--- src/rtl/stepgen_pkg.sv ---
package stepgen_pkg;

  typedef enum logic [2:0] {
    PH_IDLE,
    PH_ARMED,
    PH_HIGH,
    PH_LOW,
    PH_DONE
  } phase_e;

  // strobes from control to datapath
  typedef struct packed {
    logic load;    // snapshot count and gap
    logic fire;    // start a pulse: reload timer, consume one pulse
    logic reload;  // reload timer for the low phase
    logic dec;     // count timer down
  } dpCmd_t;

endpackage

--- src/rtl/stepgen_dp.sv ---
module stepgen_dp
  import stepgen_pkg::*;
#(
  parameter int COUNT_W = 4,
  parameter int DELAY_W = 6
) (
  input  logic               clk,
  input  logic               rst,
  input  dpCmd_t             cmd,
  input  logic [COUNT_W-1:0] countIn,
  input  logic [DELAY_W-1:0] delayIn,
  output logic               timerZero,
  output logic               remZero,
  output logic               countInZero
);

  logic [COUNT_W-1:0] remCnt;
  logic [DELAY_W-1:0] gapReg;
  logic [DELAY_W-1:0] phaseTimer;

  always_ff @(posedge clk or posedge rst) begin
    if (rst) begin
      remCnt     <= '0;
      gapReg     <= '0;
      phaseTimer <= '0;
    end else begin
      if (cmd.load) begin
        remCnt <= countIn;
        gapReg <= delayIn;
      end else if (cmd.fire) begin
        remCnt <= remCnt - COUNT_W'(1);
      end

      if (cmd.fire || cmd.reload) begin
        phaseTimer <= gapReg;
      end else if (cmd.dec) begin
        phaseTimer <= phaseTimer - DELAY_W'(1);
      end
    end
  end

  assign timerZero   = (phaseTimer == '0);
  assign remZero     = (remCnt == '0);
  assign countInZero = (countIn == '0);

endmodule

--- src/rtl/stepgen_ctrl.sv ---
module stepgen_ctrl
  import stepgen_pkg::*;
(
  input  logic   clk,
  input  logic   rst,
  input  logic   runEn,
  input  logic   tick,
  input  logic   timerZero,
  input  logic   remZero,
  input  logic   countInZero,
  output dpCmd_t cmd,
  output logic   stepOut
);

  phase_e phase, phaseNext;

  always_ff @(posedge clk or posedge rst) begin
    if (rst) phase <= PH_IDLE;
    else     phase <= phaseNext;
  end

  always_comb begin
    cmd       = '0;
    phaseNext = phase;
    if (!runEn) begin
      phaseNext = PH_IDLE;
    end else begin
      unique case (phase)
        PH_IDLE: begin
          cmd.load  = 1'b1;
          phaseNext = countInZero ? PH_DONE : PH_ARMED;
        end
        PH_ARMED: begin
          if (tick) begin
            cmd.fire  = 1'b1;
            phaseNext = PH_HIGH;
          end
        end
        PH_HIGH: begin
          if (tick) begin
            if (timerZero) begin
              cmd.reload = 1'b1;
              phaseNext  = PH_LOW;
            end else begin
              cmd.dec = 1'b1;
            end
          end
        end
        PH_LOW: begin
          if (tick) begin
            if (!timerZero) begin
              cmd.dec = 1'b1;
            end else if (remZero) begin
              phaseNext = PH_DONE;
            end else begin
              cmd.fire  = 1'b1;
              phaseNext = PH_HIGH;
            end
          end
        end
        PH_DONE: phaseNext = PH_DONE;
        default: phaseNext = PH_IDLE;
      endcase
    end
  end

  assign stepOut = (phase == PH_HIGH);

endmodule

--- src/rtl/stepgen.sv ---
module stepgen
  import stepgen_pkg::*;
#(
  parameter int COUNT_W = 4,
  parameter int DELAY_W = 6
) (
  input  logic               clk,
  input  logic               rst,
  input  logic               runEn,
  input  logic               tick,
  input  logic [COUNT_W-1:0] pulseCount,
  input  logic [DELAY_W-1:0] gapLen,
  output logic               stepOut
);

  dpCmd_t cmd;
  logic   timerZero;
  logic   remZero;
  logic   countInZero;

  stepgen_ctrl u_ctrl (
    .clk         (clk),
    .rst         (rst),
    .runEn       (runEn),
    .tick        (tick),
    .timerZero   (timerZero),
    .remZero     (remZero),
    .countInZero (countInZero),
    .cmd         (cmd),
    .stepOut     (stepOut)
  );

  stepgen_dp #(
    .COUNT_W (COUNT_W),
    .DELAY_W (DELAY_W)
  ) u_dp (
    .clk         (clk),
    .rst         (rst),
    .cmd         (cmd),
    .countIn     (pulseCount),
    .delayIn     (gapLen),
    .timerZero   (timerZero),
    .remZero     (remZero),
    .countInZero (countInZero)
  );

endmodule

--- config.mk ---
export PLATFORM = sky130hd
export DESIGN_NAME = stepgen
export DESIGN_NICKNAME = d
export VERILOG_FILES = /design/src/rtl/stepgen_pkg.sv /design/src/rtl/stepgen_dp.sv /design/src/rtl/stepgen_ctrl.sv /design/src/rtl/stepgen.sv
export SDC_FILE = /design/constraint.sdc
export NUM_CORES = 1
export LEC_CHECK = 0
export BUFFER_PORTS_ARGS = -buffer_cell sky130_fd_sc_hd__buf_2
export CAP_MARGIN = 40
export CORE_UTILIZATION = 45
export DETAILED_ROUTE_END_ITERATION = 16
export PLACE_DENSITY = 0.64
export SYNTH_ARGS = -nofsm -noshare
export SYNTH_HDL_FRONTEND = slang
export SYNTH_SLANG_ARGS = --single-unit
--- constraint.sdc ---
create_clock -name clk -period 3.25 [get_ports clk]
set_input_delay 0.325 -clock clk [delete_from_list [all_inputs] [get_ports clk]]
set_output_delay 0.325 -clock clk [all_outputs]
set_load 0.01 [all_outputs]
Word level (Yosys, flattened, before mapping). Index checks and enable logic that the tools add are counted.

Flip-flop bits (word level): 19. Input port bits: 14. Output and inout port bits: 1. Word-level logic and storage cells: 49.

Add/sub/neg operators: 2. Equal/unequal tests: 9. Mux-type cells: 26. Reduce and logical (&&, ||, !) cells: 8.

Operator list (count): 3-bit two-way mux (8); 3-bit case mux with 5 select lines (1); 4-bit two-way mux (3); 6-bit two-way mux (2); 1-bit two-way mux (9); 3-bit != test, second input constant (3); 4-bit logical NOT (2); 3-bit by 2-bit == test with 1-bit output, second input constant (2); 6-bit logical NOT (1); 3-bit by 2-bit != test with 1-bit output, second input constant (2); 6-bit by 1-bit subtractor with 6-bit output, second input constant (1); 5-bit AND reduction (1); 1-bit case mux with 2 select lines (2); 2-bit nonzero test (2); 4-bit by 1-bit subtractor with 4-bit output, second input constant (1); 3-bit by 1-bit == test with 1-bit output, second input constant (1); 3-bit == test, second input constant (1); 3-bit logical NOT (1); 2-bit two-way mux (1); 1-bit logical OR (1).

Logic depth before layout (Yosys ltp).
Depth in word-level cells: 8. Mapped depth: 6.

By module. Synthesis repeated with hierarchy kept, for this count alone.

Cells, all modules: 103. Area, all modules: 1014.7 um2.

Modules (own cells, without submodules): stepgen_dp (instances 1, cells each 74, area each 783.3 um2, seq. area each 400.4 um2); stepgen_ctrl (instances 1, cells each 29, area each 231.5 um2, seq. area each 75.1 um2).

Worst setup path after synthesis. OpenSTA, ideal clock, no wires.

Path type: register to register. From: reg u_dp.remCnt[0]. To: reg u_dp.phaseTimer[1]. Library setup time: 0.125 ns. Arrival time: 1.615 ns. Data required time: 3.125 ns. Slack: 1.510 ns. Stages on the path, launching flop included: 7. Period minus slack after synthesis: 1.740 ns. Path through: dfrtp_1 inv_1 ha_1 nor4bb_1 a211oi_1 nand2_1 mux2_2.

Longest elaborated chain between the ends: 8. Elaborated cells on any way between the ends: 9. Classes of those cells: 6 x mux; 3 x reduce/logical.

RTL lines: start, declared (RTL line stepgen_dp.sv:17) `logic [COUNT_W-1:0] remCnt;`; start signal, assigned (RTL line stepgen_dp.sv:28) `remCnt <= countIn;`; start signal, assigned (RTL line stepgen_dp.sv:31) `remCnt <= remCnt - COUNT_W'(1);`; 4-bit logical NOT (*) (RTL line stepgen_dp.sv:43) `assign remZero = (remCnt == '0);`; 1-bit two-way mux (*) (RTL line stepgen_ctrl.sv:53) `end else if (remZero) begin`; 1-bit two-way mux (*) (RTL line stepgen_ctrl.sv:51) `if (!timerZero) begin`; 1-bit two-way mux (*) (RTL line stepgen_ctrl.sv:50) `if (tick) begin`; 1-bit case mux with 2 select lines (*) (RTL line stepgen_ctrl.sv:28) `unique case (phase)`; 4-bit two-way mux (*) (RTL line stepgen_ctrl.sv:25) `if (!runEn) begin`; 1-bit logical OR (*) (RTL line stepgen_dp.sv:34) `if (cmd.fire || cmd.reload) begin`; 6-bit two-way mux or 2-bit nonzero test (tied branches); end signal, assigned (RTL line stepgen_dp.sv:35) `phaseTimer <= gapReg;`; end signal, assigned (RTL line stepgen_dp.sv:37) `phaseTimer <= phaseTimer - DELAY_W'(1);`; end, declared (RTL line stepgen_dp.sv:19) `logic [DELAY_W-1:0] phaseTimer;`.

Mark *: on every way between the ends. The rest lies on a longest branch, timed or not. A chain may end at the register's enable or synchronous reset.

Worst setup path after layout. Same ends and word-level chain as after synthesis.

==> metrics.md <==
| Metric | Value |
|---|---|
| Power Total | `854.4 uW` |
| Clock skew | `0.003067 ns` |
| Seq/Total Area, Yosys | `41.26%` |
| Io pins | `15` |
| WP data arrival | `2.13 ns` |
| Hold Path Class | `primary input to asynchronous set/reset pin` |
| Post-synth ARST share | `100.0%` |
| Dpl cell area | `1237 um^2` |
| Initial antenna violation count | `0` |
| MaxCap Viol Count | `0` |
| Run status | `finished clean` |
| Die width | `52.61 um` |
| Max VDD drop | `0.0003691 V` |
| Post-CTS Hold Buffers | `0` |
| Routed Antenna Nets | `0` |
| Core area | `2318 um^2` |
| Die footprint | `2767 um^2` |
| Commonest non-fill, non-tap cell in the layout | `nand2_1` |
| Critical path, cell by cell | `inv_1, ha_1, nor4bb_1, a211oi_1, nand2_1, mux2_2` |
| CTS tree | `done` |
| Post-cts sizing count | `0` |
| #FFs+latches synth | `19` |
| Number of fill cells | `224` |
| GP Congestion | `0.8226` |
| Setup violations, final | `0` |
| Kind of critical path | `register to register` |
| Startpoint Class | `register` |
| EDFF count, synth | `0` |
| Total Routing Usage GR | `20.26%` |
| Count of port buffers added during placement | `14` |
| Fin area | `1265 um^2` |
| First-pass GRT wire length | `4126 um` |
| Worst setup EP type | `register` |
| Vias per cell | `5.729` |
| Maximum clock insertion buffer count | `2` |
| Die outline height | `52.61 um` |
| Synth Warn # | `0` |
| Root Driver | `clkbuf_4` |
| Mapped Cells | `128` |
| CP max stage delay | `0.46 ns` |
| Initial Utilization | `49.70%` |
| Largest net degree at the start of global routing | `20` |
| Commonest register cell after synthesis | `dfrtp_1` |
| WL/cell | `13.61 um` |
| Clock sinks | `19` |
| Vias in the first global route | `934` |
| Fmax | `0.5191 GHz` |
| Post-Syn Area | `1152 um^2` |
| Mapped Nets | `145` |
| Final Critical Period | `1.927 ns` |
| Highest-count cells in the layout ignoring fill and taps | `nand2_1, dfrtp_1, buf_2` |
| Post-CTS Setup Inserts | `0` |
| 1st-iter DRT viols | `25` |
| CTS Buf Count | `3` |
| Via count | `974` |
| Worst-Margin Slew | `0.6913 ns` |
| CP max FO | `4` |
| Required @ worst endpoint | `3.45 ns` |
| Leak | `0.5713 nW` |
| Max-slew headroom | `53.86%` |
| Setup_tns | `0 ns` |
| Crit share post-route | `59.28%` |
| Routed wire length | `2314 um` |
| Layout area overhead | `9.772%` |
| Power per cell area | `675.4 nW/um^2` |
| Row Count | `17` |
| Clk_lat worst skew | `0.30 ns` |
| Fin. max-slew vios | `0` |
| DRC errors left | `0` |
| Unrepaired setup endpoints after global routing | `no` |
| Overflow after GRT | `0` |
| Fin nets | `160` |
| N_diodes | `0` |
| DRT Pass-1 Iters | `4` |
| Slowest cell on the critical path | `nor4bb_1` |
| Hold Vio Cnt, Final | `0` |
| Synth cell types | `43` |
| HPWL after DPL | `1768 um` |
| CTS H-tree depth | `1` |
| Mean Syn Cell Area | `9.003 um^2` |
| Layout cells sized above 1 | `21.83%` |
| Clock-pin slew on the worst setup and hold paths | `0.12 ns` |
power by group:
group | internal [mW] | switching (mW)
combinational | 0.142 | 0.169
sequential | 0.324 | 0.0929
clock | 0.0458 | 0.0803
total | 0.512 | 0.342
critical path, delay by kind of cell, from the launching register on:
family	cells	cell delay, ns
and+or+nand+nor	2	0.64
DFF	1	0.42
muxes	1	0.34
AOI/OAI and AO/OA	1	0.20
adders and majority gates	1	0.17
buffers and inverters	1	0.07
kinds of logic (layout without fill, tap and decap cells):
kind of cell | after synthesis | in the layout | share of synthesized area (%)
simple gates | 64 | 64 | 31.71
compound gates | 27 | 27 | 16.18
buf+inv | 11 | 25 | 4.018
xor+xnor | 1 | 1 | 0.7602
mux | 3 | 3 | 2.823
flops | 19 | 19 | 41.26
fa+ha+maj | 3 | 3 | 3.258
routing by layer:
metal / GRT usage (%) / vias to the layer above / wire length, um
li1: - / 493 / -
met1: 28.65 / 466 / 1172
met2: 31.43 / 13 / 1066
met3: 3.768 / 2 / 60
met4: 5.263 / 0 / 14
met5: 0 / - / 0
metrics by stage:
step           hold WS (ns)  instances  utilization (%)  setup slack (ns)
4_1_cts              0.1578        170            54.56             1.304
5_1_grt              0.1804        170            54.56             1.164
3_3_place_gp         0.4637        166            53.37             1.398
6_report             0.1107        170            54.56             1.323
2_1_floorplan        0.2761        128                -             1.510
3_5_place_dp         0.4635        166            53.37             1.344
sequential cells by signal, summed over array words and instances (netlist names):
register	count
u_dp.gapReg	6
u_dp.phaseTimer	6
u_dp.remCnt	4
u_ctrl.phase	3
path summary, 6_finish.rpt:
check,from,end,slack [ns],cells after the start
worst max-delay path,u_dp.remCnt[0]$_DFFE_PP0P_,u_dp.phaseTimer[1]$_DFFE_PP0P_,1.32,6
worst max register to register,u_dp.remCnt[0]$_DFFE_PP0P_,u_dp.phaseTimer[1]$_DFFE_PP0P_,1.32,6
worst min-delay path,rst,u_dp.gapReg[0]$_DFFE_PP0P_,0.11,2
max in group asynchronous,rst,u_ctrl.phase[2]$_DFFE_PP0P_,2.70,2
worst min register to register,u_dp.gapReg[2]$_DFFE_PP0P_,u_dp.gapReg[2]$_DFFE_PP0P_,0.49,2
min in group clk,gapLen[5],u_dp.gapReg[5]$_DFFE_PP0P_,0.21,3
cells in the mapped netlist (3+ instances only):
master	count	area (um^2)
nand3_1	7	35.03
o21ai_0	8	40.04
nor2_1	7	26.28
inv_1	7	26.28
or3_1	3	18.77
nand2_1	24	90.09
a31oi_1	3	18.77
dfrtp_1	19	475.5
ha_1	3	37.54
a21oi_1	3	15.01
nor3_1	5	25.02
cell type report:
cell class / instances / area [um^2] / share of cell area (%)
clock buffers: 3 / 22.52 / 1.780
inverters: 7 / 26.28 / 2.077
multi-input cells: 98 / 630.6 / 49.85
repair buffers: 14 / 70.07 / 5.539
flip-flops and latches: 19 / 475.5 / 37.59
well taps: 28 / 35.03 / 2.770
clock inverters: 1 / 5.005 / 0.3956
Power figures use the tool's default switching activity.
